File: src/rtl/bootsec_pkg.sv
package bootsec_pkg;
   typedef enum logic [1:0] {
      OP_PROG   = 2'b00,
      OP_SERASE = 2'b01,
      OP_CHIP   = 2'b10,
      OP_LOCK   = 2'b11
   } op_e;
endpackage

File: src/rtl/bootsec_region.sv
module bootsec_region #(
   parameter int ADDR_W   = 17,
   parameter int BOOT_W   = 14,
   parameter bit TOP_BOOT = 1'b0
) (
   input  logic [ADDR_W-1:0] addr,
   output logic              hit
);
   localparam int TAG_W = ADDR_W - BOOT_W;

   logic [TAG_W-1:0] tag;
   assign tag = addr[ADDR_W-1:BOOT_W];

   generate
      if (TOP_BOOT) begin : g_top
         always_comb hit = &tag;
      end else begin : g_bottom
         always_comb hit = ~|tag;
      end
   endgenerate
endmodule

File: src/rtl/bootsec_lockreg.sv
module bootsec_lockreg (
   input  logic clk,
   input  logic preset,
   input  logic set_lock,
   output logic lock_q
);
   // Models a non-volatile bit: the ordinary reset does not touch it.
   always_ff @(posedge clk) begin
      if (preset)
         lock_q <= 1'b0;
      else if (set_lock)
         lock_q <= 1'b1;
   end
endmodule

File: src/rtl/bootsec_decide.sv
module bootsec_decide
   import bootsec_pkg::*;
#(
   parameter int ADDR_W    = 17,
   parameter bit PERMANENT = 1'b0
) (
   input  logic              clk,
   input  logic              rst_n,
   input  logic              req_valid,
   input  logic [1:0]        req_kind,
   input  logic [ADDR_W-1:0] req_addr,
   input  logic              req_boot,
   input  logic              lock_q,
   input  logic              hv_override,
   output logic              set_lock,
   output logic              grant_valid,
   output logic [1:0]        grant_kind,
   output logic [ADDR_W-1:0] grant_addr,
   output logic              grant_keep_boot,
   output logic              reject
);
   logic ovr_eff;
   logic protect;
   logic is_write;
   logic block;
   op_e  kind;

   generate
      if (PERMANENT) begin : g_perm
         logic unused_ovr;
         assign unused_ovr = hv_override;
         assign ovr_eff    = 1'b0;
      end else begin : g_ovr
         assign ovr_eff = hv_override;
      end
   endgenerate

   always_comb begin
      kind     = op_e'(req_kind);
      protect  = lock_q & ~ovr_eff;
      is_write = (kind == OP_PROG) || (kind == OP_SERASE);
      block    = req_valid & is_write & req_boot & protect;
      set_lock = req_valid & (kind == OP_LOCK);
   end

   always_ff @(posedge clk) begin
      if (!rst_n) begin
         grant_valid     <= 1'b0;
         grant_kind      <= 2'b00;
         grant_addr      <= '0;
         grant_keep_boot <= 1'b0;
         reject          <= 1'b0;
      end else begin
         grant_valid     <= req_valid & ~block;
         reject          <= block;
         grant_kind      <= req_kind;
         grant_addr      <= req_addr;
         grant_keep_boot <= req_valid & (kind == OP_CHIP) & protect;
      end
   end
endmodule

File: src/rtl/bootsec_guard.sv
module bootsec_guard #(
   parameter int ADDR_W    = 17,
   parameter int BOOT_W    = 14,
   parameter int ID_W      = 8,
   parameter int ID_OFFSET = 2,
   parameter bit TOP_BOOT  = 1'b0,
   parameter bit PERMANENT = 1'b0
) (
   input  logic              clk,
   input  logic              rst_n,
   input  logic              preset,
   input  logic              req_valid,
   input  logic [1:0]        req_kind,
   input  logic [ADDR_W-1:0] req_addr,
   input  logic              hv_override,
   input  logic              id_mode,
   input  logic [ADDR_W-1:0] rd_addr,
   output logic [ID_W-1:0]   id_data,
   output logic              grant_valid,
   output logic [1:0]        grant_kind,
   output logic [ADDR_W-1:0] grant_addr,
   output logic              grant_keep_boot,
   output logic              reject
);
   localparam logic [ADDR_W-1:0] BOOT_SPAN = ADDR_W'(1) << BOOT_W;
   localparam logic [ADDR_W-1:0] BOOT_BASE = TOP_BOOT ? ('0 - BOOT_SPAN) : '0;
   localparam logic [ADDR_W-1:0] ID_ADDR   = BOOT_BASE + ADDR_W'(ID_OFFSET);

   generate
      if (ADDR_W <= BOOT_W) begin : g_bad_width
         $error("bootsec_guard: ADDR_W must exceed BOOT_W");
      end
      if (ID_OFFSET < 0 || ID_OFFSET >= (1 << BOOT_W)) begin : g_bad_offset
         $error("bootsec_guard: ID_OFFSET outside the boot sector");
      end
      if (ID_W < 1) begin : g_bad_id
         $error("bootsec_guard: ID_W must be at least 1");
      end
   endgenerate

   logic req_boot;
   logic set_lock;
   logic lock_q;

   bootsec_region #(
      .ADDR_W   (ADDR_W),
      .BOOT_W   (BOOT_W),
      .TOP_BOOT (TOP_BOOT)
   ) u_region (
      .addr (req_addr),
      .hit  (req_boot)
   );

   bootsec_lockreg u_lock (
      .clk      (clk),
      .preset   (preset),
      .set_lock (set_lock),
      .lock_q   (lock_q)
   );

   bootsec_decide #(
      .ADDR_W    (ADDR_W),
      .PERMANENT (PERMANENT)
   ) u_decide (
      .clk             (clk),
      .rst_n           (rst_n),
      .req_valid       (req_valid),
      .req_kind        (req_kind),
      .req_addr        (req_addr),
      .req_boot        (req_boot),
      .lock_q          (lock_q),
      .hv_override     (hv_override),
      .set_lock        (set_lock),
      .grant_valid     (grant_valid),
      .grant_kind      (grant_kind),
      .grant_addr      (grant_addr),
      .grant_keep_boot (grant_keep_boot),
      .reject          (reject)
   );

   always_comb begin
      id_data = '0;
      if (id_mode && (rd_addr == ID_ADDR))
         id_data[0] = lock_q;
   end
endmodule

File: config.mk
export PLATFORM = sky130hd
export DESIGN_NAME = bootsec_guard
export DESIGN_NICKNAME = d
export VERILOG_FILES = /design/src/rtl/bootsec_pkg.sv /design/src/rtl/bootsec_region.sv /design/src/rtl/bootsec_lockreg.sv /design/src/rtl/bootsec_decide.sv /design/src/rtl/bootsec_guard.sv
export SDC_FILE = /design/constraint.sdc
export NUM_CORES = 1
export LEC_CHECK = 0
export ABC_CLOCK_PERIOD_IN_PS = 2250
export BUFFER_PORTS_ARGS = -buffer_cell sky130_fd_sc_hd__buf_2
export CAP_MARGIN = 20
export CORE_ASPECT_RATIO = 0.9
export CORE_MARGIN = 1.5
export CORE_UTILIZATION = 38
export CTS_BUF_LIST = sky130_fd_sc_hd__clkbuf_16
export DETAILED_ROUTE_END_ITERATION = 10
export MAX_ROUTING_LAYER = met4
export PLACE_DENSITY = 0.85
export SETUP_SLACK_MARGIN = 0.15
export SLEW_MARGIN = 20
export SYNTH_ARGS = -nofsm -noshare
export SYNTH_HDL_FRONTEND = slang
export SYNTH_HIERARCHICAL = 1
export SYNTH_SLANG_ARGS = --single-unit
File: constraint.sdc
create_clock -name clk -period 2.25 [get_ports clk]
set_input_delay 0.1125 -clock clk [delete_from_list [all_inputs] [get_ports clk]]
set_output_delay 0.1125 -clock clk [all_outputs]
set_load 0.005 [all_outputs]
==> results.json <==
{
  "status": "completed",
  "reg2reg_depth": 2,
  "gp_congestion": 0.7007,
  "cts-root-buf": "clkbuf_16",
  "cts-buffers-inserted": 3,
  "max_freq_mhz": 950.7,
  "hold_viol": 0,
  "ant_nets": 0,
  "die_h_um": 46.41,
  "setup_tns_ns": 0,
  "routedWlPerCell_um": 10.52,
  "yosys.area.top_type": "dfxtp_1",
  "yosysSeqAreaShare_pct": 57.86,
  "period_needed_ns": 1.052,
  "drt-total-wl_mm": 1.673,
  "via_per_inst": 4.296,
  "final.period_utilization_pct": 46.75,
  "p_int_mw": 0.7164,
  "cts_max_level": 1,
  "path_clk_slew_ns": 0.05,
  "synthArstFlopShare_pct": 0,
  "grt_pass1_vias": 647,
  "cts_resized": 0,
  "drive_above_1_share_pct": 55.22,
  "power_switching_mw": 0.1695,
  "final_cell_area_mm2": 0.001185,
  "grt_setup_unrepaired": "no",
  "worst_ep_arrival_time_ns": 0.94,
  "ys_warn_count": 6,
  "cts_buffer_depth": 2,
  "synthTopCellsByArea": "dfxtp_1 58%, and2_1 15%, buf_4 7.5%, nor4b_4 3.0%, nor3_2 2.5%",
  "coreArea_mm2": 0.001952,
  "p_total_mw": 0.8858,
  "grt_usage_pct": 15.88,
  "fill_cells": 178,
  "drv_cap": 0,
  "cts_tree": "yes",
  "synth_edf_count": 0,
  "grt_remaining_overflow": 0,
  "start_util_pct": 40.77,
  "crit_required_ns": 2.14,
  "setup_violations": 0,
  "min_path_cells": 2,
  "worst_setup_path_start_kind": "input port",
  "ys_ff_latch": 23,
  "leakage_nw": 0.6248,
  "cts_setup_buffers": 0,
  "antenna_found_initial": 0,
  "syn_area_per_cell_um2": 11.53,
  "grt_max_degree": 21,
  "cts_sinks": 23,
  "crit_path_max_fanout": 1,
  "grt_pass1_wl_mm": 2.594,
  "rows": 15,
  "die_w_um": 51.24,
  "clk-insertion-delay-late_ns": 0.25,
  "ioPinCount": 72,
  "mappedNetlistArea_um2": 795.8,
  "dpl.cell_count": 155,
  "yosys.cell_count.top_type": "dfxtp_1",
  "path_class": "input port to output port",
  "skew_ns": 0.0001996,
  "swShare_pct": 19.13,
  "synthToLayoutAreaGrowth_pct": 48.90,
  "placed_area_mm2": 0.001105,
  "firstDrtPassIters": 4,
  "synth_cells": 69,
  "die_area_mm2": 0.002378,
  "yosysUniqueCellTypes": 19,
  "instances_no_fill": 159,
  "clkPwrFrac_pct": 41.3,
  "io_buffers": 64,
  "dominantRegCellSynth": "dfxtp_1",
  "ir_drop_v": 0.0005236,
  "drt_iter0_drc": 6,
  "netlist.area_leader.share_pct": 57.86,
  "diodes": 0,
  "synthTopCellsByCount": "23 x dfxtp_1, 19 x and2_1, 8 x buf_4",
  "post-route-drc-count": 0,
  "crit_path_end_kind": "output port",
  "power_density_mw_per_mm2": 747.6,
  "dr_total_vias": 683,
  "cts_hold_buf": 0,
  "finalMaxSlewViolations": 0,
  "comb_power_share_pct": 9.9,
  "pwr-share-seq_pct": 48.8,
  "nets": 177,
  "worstHoldPathType": "input port to flop"
}
cell usage in the layout (no fill, tap or decap), drive strengths merged:
cell    count
nand4       1
and3        1
buf        64
conb        7
clkbuf      3
nor2        1
inv         1
nand2b      1
dfxtp      23
nor4        4
a31oi       1
clkinv      1
and2       19
nor3        2
o21ba       1
nand2       2
nor4b       2
final cells by class:
| class | instances | area (um2) | share of cell area [%] |
|---|---|---|---|
| sequential | 23 | 460.4 | 38.86 |
| inverter | 1 | 3.754 | 0.3168 |
| multi-input combinational | 42 | 289.0 | 24.39 |
| tap | 25 | 31.28 | 2.640 |
| clock buffer | 3 | 75.07 | 6.336 |
| timing repair buffer | 64 | 320.3 | 27.03 |
| clock inverter | 1 | 5.005 | 0.4224 |
critical path, cell delays in order:
cell	delay, ns
buf_2	0.10
nor4_1	0.29
nand4_1	0.15
nor3_2	0.16
buf_2	0.13
layer usage:
layer	vias up	global-route usage [%]	share of wire, %
met5	-	-	0
met4	0	10.53	2.5
met3	4	6.494	9.6
met2	34	27.27	52
met1	305	14.94	36
li1	340	-	-
through the flow:
step                      setup WS (ns)  util, %  hold slack, ns
after floorplan                   1.476        -          0.1832
after global placement            1.252    56.60          0.3165
after detailed placement          1.191    56.60          0.3236
after CTS                         1.190    60.71         0.06566
after global routing              1.052    60.71         0.06413
final                             1.198    60.71         0.06709
logic make-up (layout without fill, tap and decap cells):
family | Yosys count | after routing | share of synthesized area [%]
other | 1 | 7 | 0.4712
DFF | 23 | 23 | 57.86
AOI/OAI and AO/OA | 2 | 2 | 2.045
buffers and inverters | 10 | 69 | 8.647
and+or+nand+nor | 33 | 33 | 30.97
power by group through the flow:
stage                     logic, mW  registers (mW)  clock network (mW)
after floorplan              0.0360           0.445                   0
after global placement       0.0852           0.441                   0
after detailed placement     0.0876           0.441                   0
after CTS                    0.0883           0.433               0.375
after global routing         0.0988           0.434               0.392
final                        0.0873           0.433               0.366
state kept, by name (all words and copies together), names as in the netlist:
register	count
u_decide/grant_kind	2
u_decide/grant_keep_boot	1
u_lock/lock_q	1
u_decide/grant_addr	17
u_decide/grant_valid	1
u_decide/reject	1
final timing paths:
path,start,end,slack [ns]
max,rd_addr[4],id_data[0],1.20
min,req_kind[0],u_decide/grant_keep_boot,0.07
max reg2reg,u_lock/lock_q,u_decide/grant_keep_boot,1.43
min reg2reg,u_lock/lock_q,u_decide/grant_valid,0.51
Power figures use the tool's default switching activity.
